### src/rtl/vfs_pkg.sv
// Package: shared phase type and helpers for the step sequencer.
// Assumes: nothing beyond IEEE 1800-2017.
package vfs_pkg;

    // Sequencer phases; VUP raises islands, VDN lowers them.
    typedef enum logic [2:0] {
        PH_IDLE   = 3'd0,
        PH_VUP    = 3'd1,
        PH_SETTLE = 3'd2,
        PH_FREQ   = 3'd3,
        PH_VDN    = 3'd4
    } vfs_phase_e;

    // Larger of two widths, used to size the value field.
    function automatic int max_w(input int a, input int b);
        return (a > b) ? a : b;
    endfunction

endpackage

### src/rtl/vfs_volt_table.sv
// Minimum-voltage table, one entry per legal divider.
// Writes are clamped to the usable voltage window; writes to an index
// outside the divider range are dropped. Reads of an out-of-range index
// return the window maximum. Assumes DIV_MIN <= DIV_MAX < 2**DIV_W.
module vfs_volt_table #(
    parameter int DIV_W     = 5,
    parameter int VCODE_W   = 8,
    parameter int DIV_MIN   = 2,
    parameter int DIV_MAX   = 16,
    parameter int VCODE_MIN = 112,
    parameter int VCODE_MAX = 208
) (
    input  logic               clk,
    input  logic               rst_n,
    input  logic               wr_en,
    input  logic [DIV_W-1:0]   wr_idx,
    input  logic [VCODE_W-1:0] wr_val,
    input  logic [DIV_W-1:0]   rd_idx,
    output logic [VCODE_W-1:0] rd_val
);
    localparam int DEPTH = DIV_MAX - DIV_MIN + 1;
    localparam logic [VCODE_W-1:0] V_LO = VCODE_W'(VCODE_MIN);
    localparam logic [VCODE_W-1:0] V_HI = VCODE_W'(VCODE_MAX);

    logic [VCODE_W-1:0] entry [DEPTH];
    logic [VCODE_W-1:0] wr_clamped;

    // Clamp the incoming code into the usable window.
    always_comb begin
        if (wr_val < V_LO)      wr_clamped = V_LO;
        else if (wr_val > V_HI) wr_clamped = V_HI;
        else                    wr_clamped = wr_val;
    end

    for (genvar g = 0; g < DEPTH; g++) begin : g_entry
        // One storage register per divider value; resets to the window top.
        always_ff @(posedge clk) begin
            if (!rst_n)
                entry[g] <= V_HI;
            else if (wr_en && (wr_idx == DIV_W'(DIV_MIN + g)))
                entry[g] <= wr_clamped;
        end
    end

    // Combinational lookup by divider index.
    always_comb begin
        rd_val = V_HI;
        for (int i = 0; i < DEPTH; i++) begin
            if (rd_idx == DIV_W'(DIV_MIN + i)) rd_val = entry[i];
        end
    end

    // whatever is looked up stays inside the usable window.
    assert_entry_window_R10: assert property (@(posedge clk) disable iff (!rst_n)
        (rd_val >= V_LO) && (rd_val <= V_HI));

endmodule

### src/rtl/vfs_settle_timer.sv
// Down-counter that spaces the voltage rise from the frequency rise.
// Loaded with the settle count on the last voltage write; reports
// expiry once it has counted down to zero. Assumes load and run are
// never both high.
module vfs_settle_timer #(
    parameter int SETTLE_W = 16
) (
    input  logic                clk,
    input  logic                rst_n,
    input  logic                load,
    input  logic [SETTLE_W-1:0] load_val,
    input  logic                run,
    output logic                expired
);
    logic [SETTLE_W-1:0] cnt;

    // Load, then count down while running.
    always_ff @(posedge clk) begin
        if (!rst_n)
            cnt <= '0;
        else if (load)
            cnt <= load_val;
        else if (run && (cnt != '0))
            cnt <= cnt - SETTLE_W'(1);
    end

    assign expired = (cnt == '0);

endmodule

### src/rtl/vfs_cmd_emitter.sv
// Walks the target index for one command burst and forms the word
// {target, value}. Islands are walked 0..NUM_ISLANDS-1 for voltage and
// tiles 0..NUM_TILES-1 for dividers. The index wraps to 0 when the last
// word is accepted. Assumes the selection does not change mid-burst.
module vfs_cmd_emitter #(
    parameter int ID_W        = 8,
    parameter int VAL_W       = 8,
    parameter int NUM_ISLANDS = 6,
    parameter int NUM_TILES   = 24
) (
    input  logic                  clk,
    input  logic                  rst_n,
    input  logic                  fire,
    input  logic                  is_freq,
    input  logic [VAL_W-1:0]      value,
    output logic [ID_W+VAL_W-1:0] word,
    output logic                  last
);
    logic [ID_W-1:0] idx;
    logic [ID_W-1:0] idx_end;

    // Last index of the current burst.
    assign idx_end = is_freq ? ID_W'(NUM_TILES - 1) : ID_W'(NUM_ISLANDS - 1);
    assign last    = (idx == idx_end);
    assign word    = {idx, value};

    // Advance on every accepted word, wrap after the last.
    always_ff @(posedge clk) begin
        if (!rst_n)
            idx <= '0;
        else if (fire)
            idx <= last ? '0 : idx + ID_W'(1);
    end

    // the target index never runs past its burst.
    assert_index_range_R4: assert property (@(posedge clk) disable iff (!rst_n)
        idx <= ID_W'(NUM_TILES - 1));

endmodule

### src/rtl/vfs_step_sequencer.sv
// Top level: takes single-step speed requests and turns each one into an
// ordered burst of island-voltage and tile-divider commands. Voltage
// rises before a faster clock and falls after a slower one.
// Assumes the command receiver eventually raises cmd_ready.
module vfs_step_sequencer
    import vfs_pkg::*;
#(
    parameter int NUM_ISLANDS      = 6,
    parameter int TILES_PER_ISLAND = 4,
    parameter int DIV_W            = 5,
    parameter int DIV_MIN          = 2,
    parameter int DIV_MAX          = 16,
    parameter int VCODE_W          = 8,
    parameter int VCODE_MIN        = 112,
    parameter int VCODE_MAX        = 208,
    parameter int ID_W             = 8,
    parameter int SETTLE_W         = 16
) (
    input  logic                        clk,
    input  logic                        rst_n,
    input  logic                        step_up,
    input  logic                        step_down,
    input  logic [SETTLE_W-1:0]         settle_cycles,
    input  logic                        tbl_wr_en,
    input  logic [DIV_W-1:0]            tbl_wr_idx,
    input  logic [VCODE_W-1:0]          tbl_wr_vcode,
    output logic                        cmd_valid,
    input  logic                        cmd_ready,
    output logic                        cmd_is_freq,
    output logic [ID_W+max_w(VCODE_W, DIV_W)-1:0] cmd_word,
    output logic                        busy,
    output logic [DIV_W-1:0]            cur_div,
    output logic [VCODE_W-1:0]          cur_vcode
);
    localparam int NUM_TILES = NUM_ISLANDS * TILES_PER_ISLAND;
    localparam int VAL_W     = max_w(VCODE_W, DIV_W);
    localparam logic [DIV_W-1:0] D_LO = DIV_W'(DIV_MIN);
    localparam logic [DIV_W-1:0] D_HI = DIV_W'(DIV_MAX);

    vfs_phase_e         phase;
    logic [DIV_W-1:0]   tgt_div;
    logic [VCODE_W-1:0] tgt_v;
    logic [VCODE_W-1:0] need_lat;
    logic               lower_pend;
    logic [DIV_W-1:0]   rd_idx;
    logic [VCODE_W-1:0] need;
    logic               accept_up;
    logic               accept_dn;
    logic               fire;
    logic               last;
    logic               settle_done;
    logic [VAL_W-1:0]   cmd_value;

    // Look up the divider the request would move to.
    assign rd_idx    = step_up ? (cur_div - DIV_W'(1)) : (cur_div + DIV_W'(1));
    // A request is taken only when idle and inside the divider range; up wins.
    assign accept_up = (phase == PH_IDLE) && step_up && (cur_div != D_LO);
    assign accept_dn = (phase == PH_IDLE) && !step_up && step_down && (cur_div != D_HI);

    assign busy        = (phase != PH_IDLE);
    assign cmd_valid   = (phase == PH_VUP) || (phase == PH_FREQ) || (phase == PH_VDN);
    assign cmd_is_freq = (phase == PH_FREQ);
    assign cmd_value   = cmd_is_freq ? VAL_W'(tgt_div) : VAL_W'(tgt_v);
    assign fire        = cmd_valid && cmd_ready;

    vfs_volt_table #(
        .DIV_W    (DIV_W),
        .VCODE_W  (VCODE_W),
        .DIV_MIN  (DIV_MIN),
        .DIV_MAX  (DIV_MAX),
        .VCODE_MIN(VCODE_MIN),
        .VCODE_MAX(VCODE_MAX)
    ) u_table (
        .clk   (clk),
        .rst_n (rst_n),
        .wr_en (tbl_wr_en),
        .wr_idx(tbl_wr_idx),
        .wr_val(tbl_wr_vcode),
        .rd_idx(rd_idx),
        .rd_val(need)
    );

    vfs_settle_timer #(
        .SETTLE_W(SETTLE_W)
    ) u_timer (
        .clk     (clk),
        .rst_n   (rst_n),
        .load    ((phase == PH_VUP) && fire && last),
        .load_val(settle_cycles),
        .run     (phase == PH_SETTLE),
        .expired (settle_done)
    );

    vfs_cmd_emitter #(
        .ID_W       (ID_W),
        .VAL_W      (VAL_W),
        .NUM_ISLANDS(NUM_ISLANDS),
        .NUM_TILES  (NUM_TILES)
    ) u_emit (
        .clk    (clk),
        .rst_n  (rst_n),
        .fire   (fire),
        .is_freq(cmd_is_freq),
        .value  (cmd_value),
        .word   (cmd_word),
        .last   (last)
    );

    // Step sequencing and the committed operating point.
    always_ff @(posedge clk) begin
        if (!rst_n) begin
            phase      <= PH_IDLE;
            tgt_div    <= D_HI;
            tgt_v      <= VCODE_W'(VCODE_MAX);
            need_lat   <= VCODE_W'(VCODE_MAX);
            lower_pend <= 1'b0;
            cur_div    <= D_HI;
            cur_vcode  <= VCODE_W'(VCODE_MAX);
        end else begin
            case (phase)
                PH_IDLE: begin
                    if (accept_up) begin
                        tgt_div    <= cur_div - DIV_W'(1);
                        need_lat   <= need;
                        lower_pend <= 1'b0;
                        if (need > cur_vcode) begin
                            tgt_v <= need;
                            phase <= PH_VUP;
                        end else begin
                            tgt_v <= cur_vcode;
                            phase <= PH_FREQ;
                        end
                    end else if (accept_dn) begin
                        tgt_div    <= cur_div + DIV_W'(1);
                        need_lat   <= need;
                        lower_pend <= (need < cur_vcode);
                        tgt_v      <= (need < cur_vcode) ? need : cur_vcode;
                        phase      <= PH_FREQ;
                    end
                end
                PH_VUP: begin
                    if (fire && last) begin
                        cur_vcode <= tgt_v;
                        phase     <= PH_SETTLE;
                    end
                end
                PH_SETTLE: begin
                    if (settle_done) phase <= PH_FREQ;
                end
                PH_FREQ: begin
                    if (fire && last) begin
                        cur_div <= tgt_div;
                        phase   <= lower_pend ? PH_VDN : PH_IDLE;
                    end
                end
                PH_VDN: begin
                    if (fire && last) begin
                        cur_vcode <= tgt_v;
                        phase     <= PH_IDLE;
                    end
                end
                default: phase <= PH_IDLE;
            endcase
        end
    end

    // an offered word is held until it is taken.
    assert_hold_offer_R7: assert property (@(posedge clk) disable iff (!rst_n)
        (cmd_valid && !cmd_ready) |=>
            (cmd_valid && $stable(cmd_word) && $stable(cmd_is_freq)));

    // the applied divider never leaves its legal range.
    assert_div_legal_R2: assert property (@(posedge clk) disable iff (!rst_n)
        (cur_div >= D_LO) && (cur_div <= D_HI));

    // a faster divider is only offered once the supply already covers it.
    assert_volt_before_rise_R3: assert property (@(posedge clk) disable iff (!rst_n)
        (cmd_valid && cmd_is_freq && (tgt_div < cur_div)) |-> (cur_vcode >= need_lat));

    // islands are lowered only after every tile took the slower divider.
    assert_freq_before_drop_R5: assert property (@(posedge clk) disable iff (!rst_n)
        (phase == PH_VDN) |-> (cur_div == tgt_div));

    // busy falls only right after an accepted word.
    assert_busy_drop_R8: assert property (@(posedge clk) disable iff (!rst_n)
        $fell(busy) |-> $past(cmd_valid && cmd_ready));

    // requests seen while busy leave the target alone.
    assert_ignore_busy_R8: assert property (@(posedge clk) disable iff (!rst_n)
        busy |=> (!busy || $stable(tgt_div)));

endmodule

### config.mk
export PLATFORM = sky130hd
export DESIGN_NAME = vfs_step_sequencer
export DESIGN_NICKNAME = d
export VERILOG_FILES = /design/src/rtl/vfs_pkg.sv /design/src/rtl/vfs_volt_table.sv /design/src/rtl/vfs_settle_timer.sv /design/src/rtl/vfs_cmd_emitter.sv /design/src/rtl/vfs_step_sequencer.sv
export SDC_FILE = /design/constraint.sdc
export NUM_CORES = 1
export LEC_CHECK = 0
export BUFFER_PORTS_ARGS = -buffer_cell sky130_fd_sc_hd__buf_2
export CAP_MARGIN = 20
export CORE_MARGIN = 10
export CORE_UTILIZATION = 50
export CTS_CLUSTER_DIAMETER = 30
export DETAILED_ROUTE_END_ITERATION = 7
export GPL_TIMING_DRIVEN = 0
export PLACE_DENSITY_LB_ADDON = 0.15
export SLEW_MARGIN = 20
export SYNTH_ARGS = -nofsm -noshare
export SYNTH_HDL_FRONTEND = slang
export SYNTH_HIERARCHICAL = 1
export SYNTH_SLANG_ARGS = --single-unit
export TNS_END_PERCENT = 100
### constraint.sdc
create_clock -name clk -period 5.5 [get_ports clk]
set_input_delay 0 -clock clk [delete_from_list [all_inputs] [get_ports clk]]
set_output_delay 0 -clock clk [all_outputs]
set_load 0.01 [all_outputs]
# ---- Yosys cells after proc, flatten, opt, wreduce, memory -nomap -nowiden
# Memory sizes are Yosys's and may differ from the RTL's.
# Cells that the tools add are included.
dict set report word_totals {
  out_inout_bits 32
  mem_count 1
  regBits 54
  ramBits 120
}
dict set report op_classes {
  n_lt_le_gt_ge 4
  reduce_logical 39
  add_sub_neg 4
  n_eq_ne 42
  bitwise_logic 15
  mux 101
}
# name depth word_bits read_ports rd_clocked_by_memory_dff write_ports line
set memory_table {}
lappend memory_table {u_table.entry 15 8 15 0 15 vfs_volt_table.sv:25} ;# logic [VCODE_W-1:0] entry [DEPTH];
# operator n
set op_table {}
lappend op_table {{8-bit two-way mux} 38}
lappend op_table {{5-bit by 4-bit == test with 1-bit output, second input constant} 16}
lappend op_table {{1-bit two-way mux} 48}
lappend op_table {{5-bit by 3-bit == test with 1-bit output, second input constant} 8}
lappend op_table {{16-bit two-way mux} 2}
lappend op_table {{1-bit logical AND} 25}
lappend op_table {{3-bit two-way mux} 7}
lappend op_table {{5-bit by 2-bit == test with 1-bit output, second input constant} 4}
lappend op_table {{5-bit two-way mux} 4}
lappend op_table {{16-bit logical NOT} 1}
lappend op_table {{16-bit nonzero test} 1}
lappend op_table {{16-bit by 1-bit subtractor with 16-bit output, second input constant} 1}
lappend op_table {{1-bit bitwise OR} 15}
lappend op_table {{3-bit one-hot mux with 5 select lines} 1}
lappend op_table {{5-bit == test, second input constant} 2}
lappend op_table {{8-bit by 1-bit adder with 8-bit output, second input constant} 1}
lappend op_table {{8-bit == test} 1}
lappend op_table {{8-bit > comparator} 1}
lappend op_table {{8-bit > comparator, second input constant} 1}
lappend op_table {{8-bit by 7-bit < comparator with 1-bit output, second input constant} 1}
lappend op_table {{8-bit < comparator} 1}
lappend op_table {{3-bit by 2-bit == test with 1-bit output, second input constant} 2}
lappend op_table {{2-bit by 1-bit != test with 1-bit output, second input constant} 3}
lappend op_table {{2-bit AND reduction} 3}
lappend op_table {{16 further kinds} 18}

# ---- Longest topological paths before layout
# Gate-level depths: netlist of run 1.
dict set report logic_depth {
  word_depth 22
  mapped_depth 22
}

# ---- Hierarchy
# The synthesis of run 1 kept the hierarchy.
# mod cells_per_inst instances seq_area_each_um2 area_each_um2
set by_module_without_submodules {}
lappend by_module_without_submodules {vfs_volt_table 576 1 3603.5 6078.3}
lappend by_module_without_submodules {vfs_step_sequencer 232 1 600.6 1893.1}
lappend by_module_without_submodules {vfs_settle_timer 114 1 320.3 922.1}
lappend by_module_without_submodules {vfs_cmd_emitter 55 1 160.2 486.7}

# ---- Worst setup path after synthesis of run 1
# OpenSTA, ideal clock, no wires.
dict set report synth_timing {
  kind {register to register}
  startpoint {register cur_div[0]}
  endpoint {register tgt_v[0]}
  required_time_ns 5.378
  path_slack_ns 1.201
  arrival_time_ns 4.177
  path_stages_with_launch 20
  synth_period_minus_slack_ns 4.299
  path_buffers 3
  cell_sequence {dfxtp_1 -> inv_1 -> ha_1 -> a31oi_1 -> xnor2_1 -> buf_2 -> or4b_1 -> nor2_1 -> a221oi_1 -> a211o_1 -> o211ai_1 -> ha_1 -> nor2b_1 -> o211ai_1 -> a21oi_1 -> or3b_1 -> buf_6 -> and2_4 -> buf_6 -> o311a_1}
}
dict set report synth_between {
  elab_chain_cells 22
  elab_cells_between_ends 45
}
# element line
set synth_rtl {}
lappend synth_rtl {{start, declared} vfs_step_sequencer.sv:32} ;# output logic [DIV_W-1:0] cur_div,
lappend synth_rtl {{start signal, assigned} vfs_step_sequencer.sv:152} ;# cur_div <= tgt_div;
lappend synth_rtl {{5-bit by 1-bit adder with 5-bit output or 5-bit by 1-bit subtractor with 5-bit output (tied branches)} vfs_step_sequencer.sv:55} ;# assign rd_idx = step_up ? (cur_div - DIV_W'(1)) : (cur_div + DIV_W'(1));
lappend synth_rtl {{5-bit two-way mux (*)} vfs_step_sequencer.sv:55}
lappend synth_rtl {{via rd_idx[4]} vfs_step_sequencer.sv:45} ;# logic [DIV_W-1:0] rd_idx;
lappend synth_rtl {{5-bit by 2-bit == test with 1-bit output} vfs_volt_table.sv:49} ;# if (rd_idx == DIV_W'(DIV_MIN + i)) rd_val = entry[i];
lappend synth_rtl {{8-bit two-way mux (14 in series)} vfs_volt_table.sv:49}
lappend synth_rtl {{8-bit two-way mux (*)} vfs_volt_table.sv:49}
lappend synth_rtl {{via need[1]} vfs_step_sequencer.sv:46} ;# logic [VCODE_W-1:0] need;
lappend synth_rtl {{8-bit < comparator} vfs_step_sequencer.sv:137} ;# tgt_v <= (need < cur_vcode) ? need : cur_vcode;
lappend synth_rtl {{8-bit two-way mux} vfs_step_sequencer.sv:137}
lappend synth_rtl {{8-bit two-way mux} vfs_step_sequencer.sv:133} ;# end else if (accept_dn) begin
lappend synth_rtl {{8-bit two-way mux (*)} vfs_step_sequencer.sv:122} ;# if (accept_up) begin
lappend synth_rtl {{end signal, assigned} vfs_step_sequencer.sv:127} ;# tgt_v <= need;
lappend synth_rtl {{end signal, assigned} vfs_step_sequencer.sv:130} ;# tgt_v <= cur_vcode;
lappend synth_rtl {{end signal, assigned} vfs_step_sequencer.sv:137}
lappend synth_rtl {{end, declared} vfs_step_sequencer.sv:42} ;# logic [VCODE_W-1:0] tgt_v;
# Mark *: on every way through the listed nets, which the timed path passes. The rest lies on a longest branch. The select of a mux whose other input is x is not followed.
# A chain may end at the register's enable or synchronous reset.

# ---- Final worst setup path of run 1
# Ends and elaborated chain as after synthesis.

==> impl_metrics.json, run 1 <==
{
  "final.setup_skew_ns": 0.0128,
  "met1_length_mm": 11.2,
  "cts_htree_levels": 4,
  "grt_pass1_wl_mm": 42.7,
  "fin_util": 0.583,
  "vias_per_cell": 6.02,
  "dp_cells": 1277,
  "rsz0062_at_grt": "false",
  "num_rows": 50,
  "cts_buffer_depth": 2,
  "synth.avg_cell_area_um2": 9.60,
  "syn_nets": 1026,
  "required_ns": 5.82,
  "ys_seq_elements": 174,
  "holdCritPathClass": "input port to register",
  "track_usage": 0.223,
  "ys.flop_type": "edfxtp_1",
  "final_common_cell": "nor2_1",
  "drc": 0,
  "ys_warn_count": 6,
  "stdcell_count": 1335,
  "cts-buffers-inserted": 17,
  "slew_headroom": 0.329,
  "setup_viol": 0,
  "fill_cells": 1637,
  "drt_iter0_markers": 952,
  "r2r_slack_ns": 0.29,
  "place.gp.congestion": 0.932,
  "clkSinkCount": 174,
  "outcome": "finished clean",
  "num_io_pins": 67,
  "gr-total-overflow": 0,
  "finalMaxSlewViolations": 0,
  "period_needed_ns": 5.21,
  "synth_cells": 977,
  "grt_antenna_before_repair": 0,
  "cts_root_buffer": "clkbuf_16",
  "grt_max_degree": 18,
  "power.leakage_nw": 3.89,
  "dr.max_layer_used": "met4",
  "cp_max_fo": 10,
  "fin_tns_setup_ns": 0,
  "numPortBuffers": 65,
  "ir_drop_uv": 228,
  "via_count": 8033,
  "cp.arrival_ns": 5.53,
  "netlist_area_um2": 9380,
  "crit_path_end_kind": "register",
  "wl_per_cell_um": 20.5,
  "final_nets": 1137,
  "final_cell_mix": "nor2_1, edfxtp_1, nand2_1",
  "wl_met2_mm": 13.1,
  "achievable-frequency_ghz": 0.192,
  "grt_pass1_vias": 7783,
  "die_h_um": 157,
  "routed_wirelength_mm": 27.4,
  "syn_to_final_growth_pct": 15.6,
  "cts_tree": "yes",
  "yosys.cell_types.count": 92,
  "hold_ws_ns": 0.0582,
  "final-hold-violation-count": 0,
  "dieWidth_um": 157,
  "yosysSeqAreaShare": 0.499,
  "clk_latency_ns": 0.43,
  "async_flop_share": 0,
  "ant_nets": 0,
  "hpwl_mm": 19.9,
  "powerDensity_nw_per_um2": 365,
  "worstSetupStartpointType": "register",
  "antenna_cells": 0,
  "core_region_area_um2": 18600,
  "fin_crit_sh": 0.947,
  "synth_edf_count": 120,
  "drive_gt1_frac": 0.134,
  "initial_core_util": 0.505,
  "max_cap_viol_count": 0,
  "timing_worst_setup_path_type": "register to register",
  "tightest_slew_ns": 1.00,
  "power_mw": 3.95,
  "met3_length_mm": 2.36,
  "fp.dieArea_um2": 24600,
  "path_clk_slew_ns": 0.07,
  "firstDrtPassIters": 5
}
metal layers:
layer / GRT usage / up-vias
met3: 0.0497 / 65
met4: 0.0773 / 0
met1: 0.278 / 3797
met2: 0.373 / 370
met5: 0 / -
li1: - / 3801
critical path, cell delays in order, from the launching register on:
cell	delay [ns]
dfxtp_1	0.50
inv_1	0.15
ha_1	0.27
mux2i_1	0.17
xnor2_1	0.27
buf_2	0.32
buf_2	0.23
nor4bb_1	0.74
and3_1	0.26
a31oi_1	0.05
o221ai_1	0.20
a21o_1	0.19
ha_1	0.27
a211oi_1	0.22
o21bai_1	0.17
or3b_1	0.39
buf_6	0.15
and2_4	0.13
buf_6	0.13
o311a_1	0.28
metrics by stage:
stage,area (µm²),worst slack [ns]
after floorplan,9380,1.20
after global placement,10000,0.273
after detailed placement,10000,0.230
after CTS,10800,0.209
after global routing,10800,0.0426
final,10800,0.291
cell families (layout without fill, tap and decap cells):
group,after synthesis,count (layout),synth area share
simple gates,433,433,0.233
compound gates,213,213,0.153
flops,174,174,0.499
buf+inv,94,218,0.0470
mux,26,26,0.0281
xor+xnor,23,23,0.0215
fa+ha+maj,14,14,0.0187
sequential cells by signal, summed over array words and instances, names as in the netlist:
register	count
u_table/entry	120
u_timer/cnt	16
cur_vcode	8
tgt_v	8
u_emit/idx	8
cur_div	5
tgt_div	5
phase	3
lower_pend	1
power by group:
part	switching [mW]	internal, mW	total, mW
registers	0.110	1.53	1.64
clock network	0.560	0.644	1.20
logic	0.627	0.484	1.11
repair_timing:
item                                    CTS  global route
hold buffers                             24             0
setup buffers                             0             2
gates resized for setup                   0             0
hold endpoints to repair                 25             0
endpoints found under the setup margin    0             9
synth_stat cells, drive strengths merged, types with 14 or more instances:
library cell | count | share of area
o21ai | 62 | 0.033
buf | 32 | 0.022
inv | 30 | 0.012
nor3 | 21 | 0.011
mux2i | 23 | 0.025
nand2b | 17 | 0.011
xnor2 | 18 | 0.017
edfxtp | 120 | 0.38
a211oi | 14 | 0.012
nand3 | 22 | 0.012
ha | 14 | 0.019
a21oi | 33 | 0.018
nor2 | 141 | 0.057
clkbuf | 31 | 0.012
dfxtp | 54 | 0.12
nor2b | 23 | 0.015
nand2 | 117 | 0.047
final timing paths:
path | from | to | cells after the start
worst min-delay path | tbl_wr_vcode[6] | u_table/entry[1][46] | 3
worst max-delay path | cur_div[0] | tgt_v[0] | 19
worst max register to register | cur_div[0] | tgt_v[0] | 19
worst min register to register | tgt_div[2] | tgt_div[2] | 2
final cells by class:
type	count	area, µm²	area share
clock buffers	18	429	0.0396
plain buffers	63	324	0.0299
flip-flops and latches	174	4680	0.432
clock inverters	14	151	0.0140
multi-input cells	709	4260	0.393
inverters	31	116	0.0107
repair buffers	92	586	0.0540
well taps	234	293	0.0270
Note: power is estimated with default switching activity, not from simulation.
==> run 2, diff against run 1 <==
CORE_ASPECT_RATIO = 1.25   (was not set)
==> run 2 against run 1 <==
Power is 1.4% lower. Register-to-register slack improved by 0.03 ns. Core utilization rose by 0.68 points. Cell area fell by 0.33%. Combinational power barely moved. Count of clock-buffer cells in the layout is the same. Sequential power about the same. Sequential cell count stayed put. Routed wire length increased by 0.99%.
==> impl_metrics.json, run 2 (same netlist as run 1, synthesis figures left out) <==
{
  "vias_per_cell": 5.98,
  "cp_max_fo": 10,
  "cp.arrival_ns": 5.49,
  "wl_per_cell_um": 20.8,
  "final_nets": 1136,
  "tightest_slew_ns": 1.13,
  "holdCritPathClass": "input port to register",
  "gr-total-overflow": 0,
  "regMostFlops": "u_table/entry",
  "crit_path_end_kind": "register",
  "antenna_cells": 0,
  "rsz0062_at_grt": "false",
  "grt_max_degree": 17,
  "setup_viol": 0,
  "slew_headroom": 0.245,
  "cts_tree": "yes",
  "largest_register_ffs": 120,
  "routed_wirelength_mm": 27.7,
  "cts_root_buffer": "clkbuf_16",
  "grt_pass1_wl_mm": 43.0,
  "drive_gt1_frac": 0.136,
  "worstSetupStartpointType": "register",
  "grt_pass1_vias": 7807,
  "fin_tns_setup_ns": 0,
  "reg_top3": "u_table/entry x120, u_timer/cnt x16",
  "finalMaxSlewViolations": 0,
  "syn_to_final_growth_pct": 15.2,
  "clk_latency_ns": 0.43,
  "cts_buffer_depth": 2,
  "final.setup_skew_ns": 0.00960,
  "power.leakage_nw": 3.88,
  "final-hold-violation-count": 0,
  "core_region_area_um2": 18300,
  "hpwl_mm": 20.3,
  "num_io_pins": 67,
  "via_count": 7945,
  "num_rows": 55,
  "path_clk_slew_ns": 0.07,
  "required_ns": 5.82,
  "outcome": "finished clean",
  "fp.dieArea_um2": 24700,
  "cts_htree_levels": 4,
  "grt_antenna_before_repair": 0,
  "cts-buffers-inserted": 17,
  "fin_crit_sh": 0.941,
  "fin_util": 0.590,
  "ir_drop_uv": 324,
  "ant_nets": 0,
  "track_usage": 0.223,
  "die_h_um": 173,
  "powerDensity_nw_per_um2": 361,
  "clkSinkCount": 174,
  "numPortBuffers": 65,
  "initial_core_util": 0.512,
  "achievable-frequency_ghz": 0.193,
  "timing_worst_setup_path_type": "register to register",
  "dieWidth_um": 143,
  "drt_iter0_markers": 652,
  "final_common_cell": "nor2_1",
  "final_cell_mix": "nor2_1, edfxtp_1, nand2_1",
  "firstDrtPassIters": 5,
  "hold_ws_ns": 0.00162,
  "period_needed_ns": 5.17,
  "place.gp.congestion": 0.972,
  "max_cap_viol_count": 0,
  "drc": 0
}
run 2: power breakdown:
| group | leakage (nW) | switching, mW | internal (mW) |
|---|---|---|---|
| combinational | 1.99 | 0.619 | 0.471 |
| sequential | 1.61 | 0.108 | 1.53 |
| clock | 0.279 | 0.537 | 0.633 |
| total | 3.88 | 1.26 | 2.63 |
run 2: worst paths after layout:
| path | from | end | slack [ns] | cells after the start |
|---|---|---|---|---|
| setup / recovery | cur_div[0] | tgt_v[0] | 0.33 | 20 |
| hold / removal | rst_n | u_timer/cnt[1] | 0.002 | 3 |
| setup reg to reg | cur_div[0] | tgt_v[0] | 0.33 | 20 |
| hold reg to reg | tgt_div[4] | cur_div[4] | 0.50 | 2 |
run 2: layer usage:
layer | GRT usage | part of all wire
met5 | 0 | 0
met4 | 0.105 | 0.048
met1 | 0.264 | 0.39
met2 | 0.379 | 0.49
met3 | 0.0414 | 0.065
run 2: cell type report:
type | count | area, µm²
Fill cell | 1675 | 7500
Sequential cell | 174 | 4680
Multi-Input combinational cell | 709 | 4260
Timing Repair Buffer | 91 | 571
Clock buffer | 18 | 429
Buffer | 63 | 324
Tap cell | 228 | 285
Clock inverter | 14 | 131
Inverter | 31 | 116
run 2: repair_timing:
item | 4_1_cts | 5_1_grt
endpoints found under the hold margin | 24 | 0
endpoints found under the setup margin | 0 | 9
gates resized for setup | 0 | 1
hold buffers | 21 | 0
setup buffers | 0 | 4
run 2: critical path, cell delays in order (launching register included):
cell      delay [ns]
dfxtp_1         0.49
inv_1           0.15
ha_1            0.27
mux2i_1         0.17
xnor2_1         0.25
buf_2           0.32
buf_1           0.48
mux2i_1         0.29
nor2_1          0.06
a221oi_1        0.38
a211o_1         0.24
o211ai_1        0.14
ha_1            0.31
nor2b_1         0.13
o211ai_1        0.15
a21oi_1         0.14
or3b_1          0.41
buf_6           0.15
and2_4          0.13
buf_6           0.13
o311a_1         0.28
run 2: through the flow:
step,std cells,area [µm²],setup slack (ns),total power [mW]
6_report,1328,10800,0.326,3.89
5_1_grt,1328,10800,0.0241,4.12
4_1_cts,1324,10800,0.286,3.91
3_5_place_dp,1271,10000,0.306,2.74
3_3_place_gp,1270,9990,0.333,2.73
2_1_floorplan,977,9380,1.20,2.46
==> run 3, diff against run 2 <==
PLACE_DENSITY = 0.76   (was not set)
PLACE_DENSITY_LB_ADDON = not set   (was 0.15)
==> run 3 against run 2 <==
Via count is 3.9% higher. Setup slack better by 0.078 ns. Sequential cell count stayed put. Clock power is 4% higher. Routed wire length hardly changed. Power is 1.5% higher. Critical path depth is 2 lower. Cell area is 0.10% higher. Hold slack better by 0.0056 ns.
==> impl_metrics.json, run 3 (same netlist as run 1, synthesis figures left out) <==
{
  "period_needed_ns": 5.10,
  "fin_tns_setup_ns": 0,
  "num_io_pins": 67,
  "setup_viol": 0,
  "grt_antenna_before_repair": 0,
  "max_cap_viol_count": 0,
  "cts-buffers-inserted": 17,
  "crit_path_end_kind": "register",
  "wl_per_cell_um": 20.9,
  "firstDrtPassIters": 5,
  "cts_buffer_depth": 2,
  "clk_latency_ns": 0.44,
  "reg2reg_depth": 18,
  "largest_register_ffs": 120,
  "final_common_cell": "nor2_1",
  "antenna_cells": 0,
  "numPortBuffers": 65,
  "worstHoldStart": "rst_n",
  "cp_max_fo": 10,
  "holdCritPathClass": "input port to register",
  "path_clk_slew_ns": 0.06,
  "rsz0062_at_grt": "false",
  "r2r_start": "cur_div[0]",
  "final_cell_mix": "nor2_1, edfxtp_1, nand2_1",
  "ir_drop_uv": 268,
  "r2r_slack_ns": 0.40,
  "final-hold-violation-count": 0,
  "tightest_slew_ns": 1.05,
  "power_mw": 3.95,
  "fp.dieArea_um2": 24700,
  "setup_ws_ns": 0.404,
  "achievable-frequency_ghz": 0.196,
  "num_rows": 55,
  "gr-total-overflow": 0,
  "drive_gt1_frac": 0.133,
  "cts_tree": "yes",
  "clkSinkCount": 174,
  "hpwl_mm": 20.5,
  "grt_pass1_vias": 8059,
  "vias_per_cell": 6.23,
  "syn_to_final_growth_pct": 15.3,
  "worstSetupStartpointType": "register",
  "drt_iter0_markers": 803,
  "pre_cts_slack_ns": 0.305,
  "reg_top3": "u_table/entry x120, u_timer/cnt x16",
  "cts_htree_levels": 4,
  "powerDensity_nw_per_um2": 366,
  "grt_max_degree": 17,
  "final_nets": 1134,
  "die_h_um": 173,
  "r2r-end": "tgt_v[0]",
  "timing_worst_setup_path_type": "register to register",
  "slew_headroom": 0.298,
  "hold_path_end": "u_timer/cnt[0]",
  "ant_nets": 0,
  "routed_wirelength_mm": 27.6,
  "fin_crit_sh": 0.927,
  "dieWidth_um": 143,
  "required_ns": 5.82,
  "cts_root_buffer": "clkbuf_16",
  "track_usage": 0.224,
  "drc": 0,
  "initial_core_util": 0.512,
  "final.setup_skew_ns": 0.0120,
  "core_region_area_um2": 18300,
  "hold_ws_ns": 0.00723,
  "cp.arrival_ns": 5.42,
  "place.gp.congestion": 0.992,
  "grt_pass1_wl_mm": 43.7,
  "via_count": 8258,
  "dp_cells": 1271,
  "regMostFlops": "u_table/entry",
  "stdcell_count": 1325,
  "finalMaxSlewViolations": 0,
  "outcome": "finished clean",
  "hold_depth": 3,
  "power.leakage_nw": 3.87
}
[run 3: cell count changes in the layout (fill, tap and decap cells not counted), moves of 2 or more]
cell / delta
bufinv_16: +2
clkinvlp_4: +2
clkinv_2: -2
inv_6: -3
buf_4: -2
[run 3: layer usage]
| layer | global-route usage | share of wire | wire (µm) | vias to the layer above |
|---|---|---|---|---|
| li1 | - | - | - | 3772 |
| met1 | 0.260 | 0.37 | 10300 | 3969 |
| met2 | 0.383 | 0.50 | 13800 | 415 |
| met3 | 0.0482 | 0.086 | 2370 | 102 |
| met4 | 0.103 | 0.043 | 1180 | 0 |
| met5 | 0 | 0 | 0 | - |
[run 3: worst max-delay path by stage]
| stage | slack, ns | startpoint | cells past startpoint | end |
|---|---|---|---|---|
| 6_report | 0.40 | cur_div[0] | 18 | tgt_v[0] |
| 3_3_place_gp | 0.33 | cur_div[2] | 20 | tgt_v[0] |
| 2_1_floorplan | 1.20 | cur_div[0] | 19 | tgt_v[0] |
| 3_5_place_dp | 0.30 | cur_div[0] | 20 | tgt_v[0] |
| 4_1_cts | 0.29 | cur_div[0] | 20 | tgt_v[0] |
| 5_1_grt | 0.02 | cur_div[0] | 21 | tgt_v[3] |
[run 3: per-stage QoR]
stage | utilization | instance area, µm²
finish | 0.591 | 10800
global route | 0.591 | 10800
CTS | 0.590 | 10800
detailed placement | 0.546 | 10000
global placement | 0.546 | 9990
floorplan | - | 9380
[run 3: cell type report]
cell class | count | area (µm²)
clock buffer | 17 | 425
tap | 228 | 285
inverter | 31 | 116
multi-input combinational | 709 | 4260
clock inverter | 14 | 168
buffer | 63 | 324
timing repair buffer | 89 | 556
fill | 1591 | 7490
sequential | 174 | 4680
[run 3: critical path, cell delays in order, from the launching register on]
cell and delay (ns):
dfxtp_1 0.50, inv_1 0.15, ha_1 0.35, xor2_1 0.15, buf_2 0.21, clkbuf_1 0.39
clkbuf_1 0.52, nor2_1 0.13, a2bb2oi_1 0.16, o31ai_1 0.48, a21o_1 0.25, ha_1 0.26
a211oi_1 0.22, o21bai_1 0.16, or3b_1 0.38, buf_6 0.15, and2_4 0.13, buf_6 0.13
o311a_1 0.28
[run 3: what timing repair did]
item / 4_1_cts / 5_1_grt
endpoints found under the setup margin: 0 / 9
hold endpoints to repair: 25 / 0
gates resized for setup: 0 / 0
hold buffers: 21 / 0
setup buffers: 0 / 2
[run 3: report_power, final]
group | switching [mW] | internal (mW) | leakage (nW)
Combinational | 0.628 | 0.470 | 1.98
Clock | 0.504 | 0.712 | 0.280
Sequential | 0.112 | 1.53 | 1.61
Total | 1.24 | 2.71 | 3.87
